**config.mk**
```make
export PLATFORM = sky130hd
export DESIGN_NAME = spim_master
export DESIGN_NICKNAME = d
export VERILOG_FILES = /design/src/rtl/spim_pkg.sv /design/src/rtl/spim_clkgen.sv /design/src/rtl/spim_shifter.sv /design/src/rtl/spim_master.sv
export SDC_FILE = /design/constraint.sdc
export NUM_CORES = 1
export LEC_CHECK = 0
export BUFFER_PORTS_ARGS = -buffer_cell sky130_fd_sc_hd__buf_4
export CAP_MARGIN = 20
export CORE_MARGIN = 2
export CORE_UTILIZATION = 61
export DETAILED_ROUTE_END_ITERATION = 6
export MAX_ROUTING_LAYER = met4
export PLACE_DENSITY = 0.88
export SYNTH_ARGS = -nofsm -noshare
export SYNTH_HDL_FRONTEND = slang
export SYNTH_SLANG_ARGS = --single-unit
export TNS_END_PERCENT = 20
```
**constraint.sdc**
```tcl
create_clock -name clk -period 7.9 [get_ports clk]
set_clock_uncertainty 0.15 [all_clocks]
set_input_delay 1.58 -clock clk [delete_from_list [all_inputs] [get_ports clk]]
set_output_delay 1.58 -clock clk [all_outputs]
set_load 0.01 [all_outputs]
```
**src/rtl/spim_pkg.sv**
```systemverilog
package spim_pkg;

    localparam int BAUD_W = 16;

    typedef enum logic {
        TRIG_ON_WRITE = 1'b0,
        TRIG_ON_READ  = 1'b1
    } trig_e;

    typedef struct packed {
        logic              cpol;
        logic              cpha;
        logic              wide;
        trig_e             trig;
        logic              send_zero;
        logic              get_more;
        logic [BAUD_W-1:0] baud;
    } cfg_t;

    function automatic logic [BAUD_W-1:0] eff_half(input logic [BAUD_W-1:0] b);
        return (b < BAUD_W'(2)) ? BAUD_W'(2) : b;
    endfunction

endpackage

```
**src/rtl/spim_clkgen.sv**
```systemverilog
module spim_clkgen #(
    parameter int BAUD_W = 16,
    parameter int ECW    = 6
) (
    input  logic              clk,
    input  logic              rst,
    input  logic              start,
    input  logic              run,
    input  logic              cpol,
    input  logic [BAUD_W-1:0] half,
    input  logic [ECW-1:0]    last_idx,
    output logic              sck_r,
    output logic              lead,
    output logic              trail,
    output logic              last
);
    logic [BAUD_W-1:0] div;
    logic [ECW-1:0]    ecnt;
    logic              edge_now;

    assign edge_now = run && (div == half - BAUD_W'(1));
    assign lead     = edge_now && !ecnt[0];
    assign trail    = edge_now && ecnt[0];
    assign last     = edge_now && (ecnt == last_idx);

    always_ff @(posedge clk) begin
        if (rst) begin
            div   <= '0;
            ecnt  <= '0;
            sck_r <= 1'b0;
        end else if (start) begin
            div   <= '0;
            ecnt  <= '0;
            sck_r <= cpol;
        end else if (edge_now) begin
            div   <= '0;
            ecnt  <= ecnt + ECW'(1);
            sck_r <= ~sck_r;
        end else if (run) begin
            div   <= div + BAUD_W'(1);
        end
    end
endmodule

```
**src/rtl/spim_shifter.sv**
```systemverilog
module spim_shifter #(
    parameter int DATA_W = 16
) (
    input  logic              clk,
    input  logic              rst,
    input  logic              start,
    input  logic [DATA_W-1:0] load_word,
    input  logic              cpha,
    input  logic              wide,
    input  logic              lead,
    input  logic              trail,
    input  logic              miso,
    output logic              mosi,
    output logic [DATA_W-1:0] rx_word
);
    localparam int SHORT = DATA_W / 2;

    logic [DATA_W-1:0] txsh, rxsh, aligned, rx_full;
    logic              shift_ev, samp_ev, mo;

    assign shift_ev = cpha ? lead  : trail;
    assign samp_ev  = cpha ? trail : lead;
    assign aligned  = wide ? load_word : {load_word[SHORT-1:0], {SHORT{1'b0}}};
    assign rx_full  = samp_ev ? {rxsh[DATA_W-2:0], miso} : rxsh;
    assign rx_word  = wide ? rx_full : {{SHORT{1'b0}}, rx_full[SHORT-1:0]};
    assign mosi     = mo;

    always_ff @(posedge clk) begin
        if (rst) begin
            txsh <= '0;
            rxsh <= '0;
            mo   <= 1'b0;
        end else if (start) begin
            rxsh <= '0;
            if (cpha) begin
                txsh <= aligned;
            end else begin
                mo   <= aligned[DATA_W-1];
                txsh <= {aligned[DATA_W-2:0], 1'b0};
            end
        end else begin
            if (shift_ev) begin
                mo   <= txsh[DATA_W-1];
                txsh <= {txsh[DATA_W-2:0], 1'b0};
            end
            if (samp_ev) begin
                rxsh <= {rxsh[DATA_W-2:0], miso};
            end
        end
    end
endmodule

```
**src/rtl/spim_master.sv**
```systemverilog
module spim_master
    import spim_pkg::*;
#(
    parameter int DATA_W = 16,
    parameter int SEL_W  = 4
) (
    input  logic              clk,
    input  logic              rst,
    input  logic              cfg_we,
    input  logic              cfg_cpol,
    input  logic              cfg_cpha,
    input  logic              cfg_wide,
    input  logic              cfg_trig_read,
    input  logic              cfg_send_zero,
    input  logic              cfg_get_more,
    input  logic [BAUD_W-1:0] cfg_baud,
    input  logic [SEL_W-1:0]  cfg_sel,
    input  logic              tx_we,
    input  logic [DATA_W-1:0] tx_wdata,
    input  logic              rx_re,
    output logic [DATA_W-1:0] rx_rdata,
    output logic              txf,
    output logic              rxf,
    output logic              busy,
    output logic              sck,
    output logic              mosi,
    input  logic              miso,
    output logic [SEL_W-1:0]  ss_n
);
    localparam int ECW = $clog2(2 * DATA_W) + 1;

    cfg_t              cfg_q;
    logic [SEL_W-1:0]  sel_q;
    logic [DATA_W-1:0] txbuf, lastw, rxbuf, word_sel, rx_word;
    logic              txf_q, rxf_q, busy_q, pend;
    logic              start, ev, cfg_ok;
    logic              sck_r, lead, trail, last;
    logic [ECW-1:0]    last_idx;

    assign start    = pend && !busy_q;
    assign ev       = (cfg_q.trig == TRIG_ON_READ) ? rx_re : tx_we;
    assign cfg_ok   = cfg_we && !busy_q && !pend;
    assign word_sel = txf_q ? txbuf : (cfg_q.send_zero ? '0 : lastw);
    assign last_idx = cfg_q.wide ? ECW'(2 * DATA_W - 1) : ECW'(DATA_W - 1);

    spim_clkgen #(.BAUD_W(BAUD_W), .ECW(ECW)) u_clk (
        .clk(clk), .rst(rst), .start(start), .run(busy_q), .cpol(cfg_q.cpol),
        .half(eff_half(cfg_q.baud)), .last_idx(last_idx),
        .sck_r(sck_r), .lead(lead), .trail(trail), .last(last)
    );

    spim_shifter #(.DATA_W(DATA_W)) u_shf (
        .clk(clk), .rst(rst), .start(start), .load_word(word_sel),
        .cpha(cfg_q.cpha), .wide(cfg_q.wide), .lead(lead), .trail(trail),
        .miso(miso), .mosi(mosi), .rx_word(rx_word)
    );

    always_ff @(posedge clk) begin
        if (rst) begin
            cfg_q  <= '{cpol: 1'b0, cpha: 1'b0, wide: 1'b0, trig: TRIG_ON_WRITE,
                        send_zero: 1'b0, get_more: 1'b0, baud: BAUD_W'(2)};
            sel_q  <= '0;
            txbuf  <= '0;
            lastw  <= '0;
            rxbuf  <= '0;
            txf_q  <= 1'b0;
            rxf_q  <= 1'b0;
            busy_q <= 1'b0;
            pend   <= 1'b0;
        end else begin
            if (cfg_ok) begin
                cfg_q.cpol      <= cfg_cpol;
                cfg_q.cpha      <= cfg_cpha;
                cfg_q.wide      <= cfg_wide;
                cfg_q.trig      <= trig_e'(cfg_trig_read);
                cfg_q.send_zero <= cfg_send_zero;
                cfg_q.get_more  <= cfg_get_more;
                cfg_q.baud      <= cfg_baud;
                sel_q           <= cfg_sel;
            end
            pend <= (pend && !start) || ev;
            if (start)     busy_q <= 1'b1;
            else if (last) busy_q <= 1'b0;
            if (tx_we)      txf_q <= 1'b1;
            else if (start) txf_q <= 1'b0;
            if (tx_we) txbuf <= tx_wdata;
            if (start) lastw <= word_sel;
            if (last && (!rxf_q || cfg_q.get_more)) begin
                rxbuf <= rx_word;
                rxf_q <= 1'b1;
            end else if (rx_re) begin
                rxf_q <= 1'b0;
            end
        end
    end

    assign ss_n     = cfg_q.cpha ? ~sel_q : ~(sel_q & {SEL_W{busy_q}});
    assign sck      = busy_q ? sck_r : cfg_q.cpol;
    assign rx_rdata = rxbuf;
    assign txf      = txf_q;
    assign rxf      = rxf_q;
    assign busy     = busy_q;
endmodule

```
==> flow_summary_export.csv, run 1 <==
group,metric,value,unit
timing,worst_slew_pin_slew,1010,ps
routing,via_per_inst,6.22,
critical_path,crit_path_end,"u_clk.div[4]",
critical_path,cp_max_fo,60,
floorplanning,die_area,11900,µm²
critical_path,path_cells,"nor4_2 -> nand4_1 -> nand2_1 -> ha_1 -> nor4b_2 -> nand2_1 -> a2111o_1 -> a2111oi_2 -> nand4_2 -> buf_4 -> o21ai_2 -> nor2_1",
critical_path,critPathCaptureType,"register",
critical_path,crit_path_frequent_cell,"nand2_1",
floorplanning,die_y,109,µm
grt,grt_pass1_wl,28.6,mm
layout,nets,893,
synthesis,synth_ff_type,"dfxtp_1",
placement,placement.io_buffers,72,
critical_path,slowest_delay,570,ps
routing,drt-pass1-iter-count,6,
timing,setup_viol,0,
routing,drc_errors,0,
clocking,clock_sinks,134,
critical_path,start_kind,"register",
clocking,cts_hold_buffers,0,
synthesis,synth_edf_count,0,
critical_path,worstPathRequired,8150,ps
timing,hold_viol,0,
timing,slew_violations,0,
grt,grt_pass1_vias,6025,
clocking,clk_pin_slew_worst_paths,60,ps
placement,dp.cells,960,
layout,antennaDiodeCount,0,
critical_path,crit_slowest_cell,"o21ai_2",
job,maxCapViolCount,0,
clocking,clk_latency,540,ps
grt,grt_start_max_net_pins,85,
synthesis,syn_avg_cell_area,8.29,µm²
floorplanning,ioPinCount,73,
placement,gp_congestion,0.896,
placement,post-place-ws,3800,ps
synthesis,ys_seq_elements,134,
power,powerDensity,221,nW/µm²
power,power,1.72,mW
synthesis,synth_seq_area_share,39.9,%
layout,instances_no_fill,995,
timing,max_freq,244,MHz
critical_path,path_class,"register to register",
floorplanning,die_width,109,µm
floorplanning,start_util,62.3,%
placement,dpl.hpwl,11.3,mm
clocking,ctsLongestPathBuffers,2,
critical_path,r2r_start,"cfg_q[8]",
clocking,cts_tree,"yes",
timing,layout_min_cycle_time,4100,ps
critical_path,regToRegSetupSlack,3800,ps
critical_path,crit_arrival,4340,ps
timing,tns,0,ps
critical_path,crit_start,"cfg_q[8]",
layout,area_growth,16.1,%
synthesis,synth-async-reset-ratio,0,%
layout,final_core_util,72.4,%
power,ir_worst_vdd,0.295,mV
grt,grt_overflow,0,
synthesis,yosysWarnings,0,
clocking,cts_buffers,17,
timing,rsz0062_at_grt,"no",
outcome,status,"finished clean",
placement,post_dp_cell_area,7190,µm²
timing,setup_ws,3800,ps
routing,drtIter0Drc,709,
synthesis,yosysUniqueCellTypes,68,
routing,drtAntennaViolNets,0,
synthesis,postSynthCellCount,811,
synthesis,syn_nets,862,
clocking,cts_resized,0,
routing,drt_wl_total,17.1,mm
floorplanning,core,10800,µm²
synthesis,syn-cell-area,6720,µm²
hold_path,hp-class,"register to register",
layout,drive_gt1_share,16.4,%
clocking,cts_root_buf,"clkbuf_8",
power,p_leak,2.90,nW
grt,antenna_found_initial,0,
layout,stdcell_area,7810,µm²
clocking,cts_setup_buffers,0,
layout,seq_area,2680,µm²
layout,multi_input_area,3710,µm²
clocking,h-tree-depth,4,
timing,whs,321,ps
routing,wl_per_cell,17.2,µm
routing,vias,6193,
timing,period_share,51.9,%
floorplanning,row_count,38,
layout,fill_cells,790,
critical_path,r2r_end,"u_clk.div[4]",
grt,globalRouteTotalUtil,31.4,%
critical_path,reg2reg_depth,12,
timing,relSlewSlack,32.6,%
-- critical path: cells and delay by family, from the launching register on --
| kind | cells | cell delay, ps |
|---|---|---|
| simple gates | 7 | 1570 |
| compound gates | 3 | 1330 |
| flops | 1 | 400 |
| buf+inv | 1 | 310 |
| fa+ha+maj | 1 | 190 |
-- cell usage in the layout (no fill, tap or decap), types with 6 or more instances in the layout --
cell,n
nor2b_1,6
o21ai_0,38
a211oi_1,12
o31ai_1,6
clkbuf_16,16
nor3_1,19
nor2_1,66
nand3_1,44
dfxtp_1,134
nand2_1,101
and2_1,6
o21bai_1,6
nor3b_1,10
a21oi_1,73
xor2_1,19
a221oi_1,6
xnor2_1,16
or3_1,13
o211ai_1,10
nand4_1,17
mux2i_1,37
a311oi_1,6
a22oi_1,9
mux2_2,8
inv_1,12
buf_4,77
a222oi_1,7
-- area by class of cell --
cell class | instances | area share, %
multi-input cells | 597 | 47.5
well taps | 140 | 2.24
repair buffers | 79 | 7.69
inverters | 13 | 0.625
clock buffers | 17 | 5.30
flip-flops and latches | 134 | 34.4
clock inverters | 15 | 2.26
-- state kept, by name, indices dropped and copies added (netlist names), 4 cells and up --
signal,cells
cfg_q,22
lastw,16
rx_rdata,16
txbuf,16
u_clk.div,16
u_shf.rxsh,16
u_shf.txsh,16
u_clk.ecnt,6
sel_q,4
-- logic make-up (layout without fill, tap and decap cells) --
| group | count (synthesis) | after routing | share of synthesized area [%] |
|---|---|---|---|
| buffers and inverters | 80 | 124 | 5.02 |
| multiplexers | 46 | 46 | 7.18 |
| AND/OR/NAND/NOR | 315 | 315 | 23.6 |
| XOR/XNOR | 36 | 36 | 4.69 |
| adder cells (fa/ha/maj) | 3 | 3 | 0.558 |
| flip-flops | 134 | 134 | 39.9 |
| AO/OA/AOI/OAI | 197 | 197 | 19.1 |
-- where the power goes --
| group | switching, mW | internal [mW] |
|---|---|---|
| Sequential | 0.0310 | 0.698 |
| Clock | 0.306 | 0.482 |
| Combinational | 0.124 | 0.0825 |
| Total | 0.461 | 1.26 |
-- cell usage after synthesis (13+ instances only) --
master	instances	share of area (%)
nand4_1	17	1.6
nand3_1	44	3.3
o21ai_0	38	2.8
dfxtp_1	134	40
xnor2_1	17	2.2
mux2i_1	37	5.5
nor2_1	66	3.7
nand2_1	101	5.6
or3_1	13	1.2
clkbuf_1	46	2.6
a21oi_1	73	5.4
nor3_1	19	1.4
xor2_1	19	2.5
-- routing by layer --
layer	wire [µm]	vias to the layer above	global-route usage, %
met5	0	-	-
met2	8770	217	52.8
met1	7000	2924	35.3
met4	529	0	15.0
met3	829	53	7.05
li1	-	2999	-
-- worst min path at each step --
stage                   start             end  slack [ps]  cells after the start
2_1_floorplan  u_shf.txsh[15]  u_shf.txsh[15]         280                      2
3_3_place_gp   u_shf.txsh[15]  u_shf.txsh[15]         290                      2
3_5_place_dp         sel_q[2]        sel_q[2]         300                      2
4_1_cts        u_shf.txsh[15]  u_shf.txsh[15]         310                      2
5_1_grt        u_shf.txsh[15]  u_shf.txsh[15]         340                      2
6_report       u_shf.txsh[15]  u_shf.txsh[15]         320                      2
Note: power is estimated with default switching activity, not from simulation.
==> run 2, diff against run 1 <==
- ABC_AREA: not set -> 1
- CORE_UTILIZATION: 61 -> 53
- PLACE_DENSITY: 0.88 -> 0.82
- clock period: 7.9 -> 3.34 ns (I/O delays scaled with it)
==> flow_summary_export.csv, run 2 <==
group,metric,value,unit
outcome,status,"finished clean",
clocking,clk_latency,420,ps
synthesis,synth_ff_type,"dfxtp_1",
synthesis,synth_seq_area_share,41.0,%
synthesis,synth_edf_count,0,
routing,vias,6102,
critical_path,path_class,"register to register",
floorplanning,core,12000,µm²
routing,drtAntennaViolNets,0,
timing,relSlewSlack,29.2,%
synthesis,yosysUniqueCellTypes,50,
timing,max_freq,312,MHz
job,maxCapViolCount,0,
power,p_int,3.02,mW
layout,seq_area,2690,µm²
floorplanning,row_count,40,
grt,grt_start_max_net_pins,55,
clocking,cts_hold_buffers,0,
synthesis,synth_compound_area_share,13.9,%
layout,layout_common_cells,"nand2_1 (176), nor2_1 (166), dfxtp_1 (129)",
critical_path,path_cells,"nor2_2 -> nand2_2 -> nor2_4 -> a21oi_1 -> ha_4 -> nand2_4 -> inv_2 -> nand2_1 -> xor2_2 -> or2_1 -> nand2_1 -> nor2_1 -> nand2_2 -> nor2_8 -> nand2_4 -> inv_2 -> nand2_2 -> nand2_4 -> nand2_8 -> buf_4 -> nand3_1 -> a21oi_2",
routing,drc_errors,0,
critical_path,worstPathRequired,3480,ps
synthesis,postSynthCellCount,926,
timing,setup_viol,0,
synthesis,ys_top_cells_by_area,"dfxtp_1 (41%), nand2_1 (10%), nor2_1 (9.9%)",
placement,gp_congestion,0.890,
layout,nets,1055,
placement,dpl.hpwl,10.6,mm
routing,drt_wl_total,15.8,mm
clocking,clk_pin_slew_worst_paths,60,ps
grt,antenna_found_initial,0,
clocking,h-tree-depth,4,
synthesis,synth.most_common_cell,"nand2_1",
layout,final_common_cell,"nand2_1",
layout,top_register,"cfg_q",
synthesis,syn_nets,977,
critical_path,slowest_delay,400,ps
placement,placement.io_buffers,72,
layout,fill_cells,1002,
routing,wl_per_cell,13.6,µm
power,pwr-share-comb,13.6,%
layout,antennaDiodeCount,0,
critical_path,critPathCaptureType,"register",
timing,layout_min_cycle_time,3200,ps
routing,drtIter0Drc,439,
power,p_switching,1.08,mW
clocking,cts_buffers,17,
synthesis,ys_seq_elements,134,
routing,via_per_inst,5.26,
clocking,ctsLongestPathBuffers,2,
layout,multi_input_area,3440,µm²
floorplanning,die_width,115,µm
grt,grt_pass1_vias,5717,
grt,globalRouteTotalUtil,25.6,%
placement,dp.cells,1127,
critical_path,start_kind,"register",
timing,period_share,95.9,%
synthesis,syn-cell-area,6540,µm²
placement,post-place-ws,25.2,ps
power,p_leak,3.39,nW
timing,worst_slew_pin_slew,1050,ps
synthesis,yosysWarnings,0,
synthesis,syn_avg_cell_area,7.06,µm²
power,seq_power_share,41.7,%
placement,post_dp_cell_area,7250,µm²
clocking,clock_sinks,134,
layout,area_growth,22.2,%
synthesis,synth_area_leader_cell,"dfxtp_1",
timing,hold_viol,0,
synthesis,yosysTopAreaCellShare,41.0,%
floorplanning,die_area,13200,µm²
critical_path,cp_max_fo,11,
power,ir_worst_vdd,0.396,mV
power,p_clk_share,44.6,%
layout,stdcell_area,7990,µm²
clocking,cts_root_buf,"clkbuf_16",
clocking,cts_tree,"yes",
grt,grt_overflow,0,
power,swShare,26.4,%
timing,setup_ws,137,ps
floorplanning,ioPinCount,73,
grt,grt_pass1_wl,26.3,mm
synthesis,synth-async-reset-ratio,0,%
synthesis,synth_xor_area_share,3.92,%
synthesis,yosys-top-cells-count,"nand2_1 (181), nor2_1 (173), dfxtp_1 (134), inv_1 (85), o21ai_0 (74)",
floorplanning,die_y,115,µm
timing,slew_violations,0,
layout,instances_no_fill,1161,
layout,drive_gt1_share,20.5,%
critical_path,crit_slowest_cell,"dfxtp_1",
synthesis,synthAdderAreaFrac,0.574,%
critical_path,crit_arrival,3340,ps
synthesis,synth.area.mux_share,0.153,%
synthesis,synth_top_family_by_area,"simple AND/OR/NAND/NOR gates",
layout,largest_register_ffs,22,
synthesis,synth-simple-area-share,32.0,%
hold_path,hp-class,"register to register",
routing,drt-pass1-iter-count,6,
power,powerDensity,513,nW/µm²
floorplanning,start_util,54.4,%
## run 2: cell types whose count changed in the layout (fill, tap and decap cells not counted), sizes merged, moves of 9 or more
cell,change
a211oi,-12
a21oi,-34
buf,+15
inv,+79
mux2i,-36
nand2,+100
nor2,+115
nor3b,-9
o21ai,+45
or3,-13
xnor2,-12
## run 2: logic make-up (layout without fill, tap and decap cells)
kind of cell / Yosys count / count (layout)
AND/OR/NAND/NOR: 466 / 467
flip-flops: 134 / 134
AO/OA/AOI/OAI: 156 / 156
buffers and inverters: 140 / 227
multiplexers: 1 / 1
adder cells (fa/ha/maj): 3 / 3
XOR/XNOR: 26 / 26
## run 2: area by class of cell
| cell class | instances | share of cell area (%) |
|---|---|---|
| timing repair buffer | 94 | 8.99 |
| sequential | 134 | 33.7 |
| tap | 147 | 2.30 |
| multi-input combinational | 653 | 43.1 |
| clock buffer | 19 | 5.42 |
| inverter | 104 | 4.89 |
| clock inverter | 10 | 1.68 |
## run 2: per-stage QoR
step	power, mW	hold WS (ps)	TNS, ps	utilization, %
finish	4.10	313	0	66.5
global route	4.27	312	-70.4	66.5
CTS	4.09	308	0	65.4
detailed placement	2.25	302	0	60.4
global placement	2.24	282	0	60.4
floorplan	2.09	273	0	-
## run 2: power by group through the flow
stage	Sequential, mW	Clock, mW	Combinational, mW
floorplan	1.73	0	0.363
global placement	1.74	0	0.506
detailed placement	1.74	0	0.512
CTS	1.71	1.85	0.531
global route	1.72	1.93	0.619
finish	1.71	1.83	0.560
## run 2: path summary, 6_finish.rpt
path                  from        endpoint  depth (start not counted)  slack, ps
setup / recovery  cfg_q[7]  u_shf.txsh[13]                         22        140
hold / removal    lastw[5]        lastw[5]                          2        310
hold reg to reg   lastw[5]        lastw[5]                          2        310
setup reg to reg  cfg_q[7]  u_shf.txsh[13]                         22        140
## run 2: critical path: cells and delay by family, from the launching register on
kind / cells / cell delay [ps]
buffers and inverters: 3 / 320
flip-flops: 1 / 400
adder cells (fa/ha/maj): 1 / 190
XOR/XNOR: 1 / 250
AND/OR/NAND/NOR: 15 / 1470
AO/OA/AOI/OAI: 2 / 280
## run 2: layer usage
metal | part of all wire, % | wire length [µm] | up-vias | track usage, %
met5 | 0 | 0 | - | -
met4 | 2.5 | 400 | 0 | 9.56
met3 | 5.0 | 784 | 32 | 5.27
met2 | 49 | 7770 | 175 | 42.4
met1 | 43 | 6870 | 2771 | 30.8
li1 | - | - | 3124 | -
## run 2: repair_timing
| action | 4_1_cts | 5_1_grt |
|---|---|---|
| cloned | 0 | 1 |
| buffers inserted | 0 | 4 |
| pin swaps | 2 | 14 |
| endpoints found under the setup margin | 22 | 51 |
| gates resized for setup | 7 | 26 |
==> run 3, diff against run 2 <==
- CORE_UTILIZATION: 53 -> 56
- CTS_BUF_LIST: not set -> sky130_fd_sc_hd__clkbuf_8
- PLACE_DENSITY: 0.82 -> 0.85
- SLEW_MARGIN: not set -> 10
- SYNTH_HIERARCHICAL: not set -> 1
==> flow_summary_export.csv, run 3 <==
group,metric,value,unit
layout,fill_cells,1019,
job,maxCapViolCount,0,
synthesis,synth_ff_type,"dfxtp_1",
grt,grt_pass1_wl,28.6,mm
grt,grt_pass1_vias,6377,
power,seq_power_share,46.7,%
grt,grt_overflow,0,
floorplanning,core,12700,µm²
layout,area_growth,17.7,%
timing,setup_ws,125,ps
synthesis,syn-cell-area,7300,µm²
critical_path,cp_max_fo,8,
placement,dpl.hpwl,12.0,mm
synthesis,synth-async-reset-ratio,0,%
routing,drc_errors,0,
layout,top_register,"cfg_q",
critical_path,crit_arrival,3410,ps
clocking,h-tree-depth,4,
layout,drive_gt1_share,21.6,%
timing,setup_viol,0,
timing,period_share,96.2,%
grt,grt_start_max_net_pins,48,
layout,instances_no_fill,1364,
power,pwr-share-comb,19.2,%
grt,antenna_found_initial,0,
critical_path,crit_start,"cfg_q[15]",
synthesis,synth_area_leader_cell,"dfxtp_1",
outcome,status,"finished clean",
hold_path,hp-class,"primary input to register",
layout,antennaDiodeCount,0,
critical_path,r2r_end,"rx_rdata[13]",
synthesis,yosysTopAreaCellShare,36.7,%
timing,worst_slew_pin_slew,1010,ps
timing,rsz0062_at_grt,"yes",
clocking,clock_sinks,134,
power,power,3.67,mW
clocking,cts_tree,"yes",
timing,layout_min_cycle_time,3210,ps
routing,wl_per_cell,13.0,µm
critical_path,reg2reg_depth,25,
synthesis,synth_edf_count,0,
placement,gp_congestion,0.942,
critical_path,crit_path_end,"rx_rdata[13]",
placement,post-place-ws,36.3,ps
synthesis,syn_avg_cell_area,6.60,µm²
routing,vias,7198,
timing,relSlewSlack,32.3,%
grt,globalRouteTotalUtil,25.5,%
timing,whs,294,ps
routing,drtIter0Drc,521,
routing,drt_wl_total,17.7,mm
power,p_leak,3.94,nW
power,ir_worst_vdd,0.454,mV
layout,nets,1230,
synthesis,postSynthCellCount,1106,
timing,tns,0,ps
clocking,clk_pin_slew_worst_paths,80,ps
layout,multi_input_area,3930,µm²
floorplanning,die_y,118,µm
synthesis,synth.most_common_cell,"nand2_1",
synthesis,ys_seq_elements,134,
clocking,clk_latency,450,ps
clocking,cts_buffers,17,
clocking,cts_root_buf,"clkbuf_8",
placement,placement.io_buffers,72,
timing,slew_violations,0,
routing,drt-pass1-iter-count,5,
power,swShare,31.3,%
timing,max_freq,311,MHz
critical_path,regToRegSetupSlack,130,ps
floorplanning,die_width,118,µm
clocking,ctsLongestPathBuffers,2,
floorplanning,ioPinCount,73,
layout,final_common_cell,"nand2_1",
power,p_switching,1.15,mW
routing,via_per_inst,5.28,
floorplanning,row_count,41,
synthesis,yosysWarnings,6,
layout,layout_common_cells,"nand2_1 (281), nor2_1 (167), dfxtp_1 (131)",
synthesis,yosys-top-cells-count,"nand2_1 (294), nor2_1 (174), dfxtp_1 (134), inv_1 (119), o21ai_0 (70)",
synthesis,ys_top_cells_by_area,"dfxtp_1 (37%), nand2_1 (15%), nor2_1 (8.9%)",
critical_path,critPathCaptureType,"register",
layout,stdcell_area,8600,µm²
layout,seq_area,2690,µm²
power,p_clk_share,34.1,%
layout,largest_register_ffs,22,
power,p_int,2.52,mW
critical_path,r2r_start,"cfg_q[15]",
placement,post_dp_cell_area,7940,µm²
layout,final_core_util,67.8,%
synthesis,synth_seq_area_share,36.7,%
synthesis,yosysUniqueCellTypes,44,
critical_path,start_kind,"register",
critical_path,path_class,"register to register",
power,powerDensity,427,nW/µm²
critical_path,worstPathRequired,3530,ps
timing,hold_viol,0,
placement,dp.cells,1320,
floorplanning,start_util,57.6,%
routing,drtAntennaViolNets,0,
floorplanning,die_area,14000,µm²
-- run 3: changes by cell type after synthesis, sizes merged, moves of 12 or more --
cell    delta
a21oi     +26
buf       +34
o21ai     -13
nand2    +120
o211ai    +12
inv       +30
-- run 3: worst min-delay path by stage --
stage | start | end | cells past startpoint
finish | cfg_baud[1] | cfg_q[1] | 3
floorplan | sel_q[3] | sel_q[3] | 2
global placement | sel_q[3] | sel_q[3] | 2
global route | cfg_baud[1] | cfg_q[1] | 3
detailed placement | sel_q[3] | sel_q[3] | 2
CTS | cfg_baud[1] | cfg_q[1] | 3
-- run 3: kinds of logic after synthesis --
logic type | Yosys count | synth area share, %
and+or+nand+nor | 589 | 34.7
buffers and inverters | 191 | 12.0
AOI/OAI and AO/OA | 157 | 12.4
DFF | 134 | 36.7
xor gates and xnor gates | 30 | 3.60
adders and majority gates | 3 | 0.514
other | 2 | 0.103
-- run 3: cell type report --
| type | count | area share (%) |
|---|---|---|
| clock buffers | 17 | 2.72 |
| well taps | 172 | 2.50 |
| flip-flops and latches | 134 | 31.2 |
| repair buffers | 115 | 10.6 |
| clock inverters | 15 | 1.53 |
| multi-input cells | 784 | 45.7 |
| inverters | 127 | 5.72 |
-- run 3: timing repair --
| item | 4_1_cts | 5_1_grt |
|---|---|---|
| resized for setup | 1 | 74 |
| pin swaps | 0 | 31 |
| buffers inserted | 0 | 11 |
| setup endpoints to repair | 3 | 49 |
| hold buffers | 0 | 0 |
| cloned | 0 | 1 |
-- run 3: critical path: stages, from the launching register on --
cell and delay (ps):
dfxtp_2 320, nor2_1 110, nand2_1 80, nor2_2 160
nand2_1 80, nand2_2 80, inv_2 50, ha_4 260
inv_2 40, nand2_2 80, nand3_2 60, nor2_1 100
nand3_1 70, nor2_1 110, nand3_1 120, nor2_4 140
nand3_4 140, nor2_4 150, nand2_2 80, nand2_4 150
buf_12 150, nand2_1 60, o21ai_2 80, nor2_1 70
o21ai_1 150, nor2_1 60
-- run 3: power by group through the flow --
stage | Clock (mW) | Sequential [mW] | Combinational, mW
after floorplan | 0 | 1.74 | 0.507
after global placement | 0 | 1.75 | 0.647
after detailed placement | 0 | 1.75 | 0.661
after CTS | 1.27 | 1.71 | 0.667
after global routing | 1.34 | 1.72 | 0.787
final | 1.25 | 1.71 | 0.703
-- run 3: per-layer routing --
| layer | share of wire [%] | track usage, % | routed length (µm) | vias to the layer above |
|---|---|---|---|---|
| met2 | 46 | 39.4 | 8200 | 272 |
| met5 | 0 | - | 0 | - |
| met3 | 6.6 | 6.13 | 1160 | 51 |
| li1 | - | - | - | 3589 |
| met1 | 44 | 32.1 | 7840 | 3286 |
| met4 | 2.8 | 10.7 | 493 | 0 |
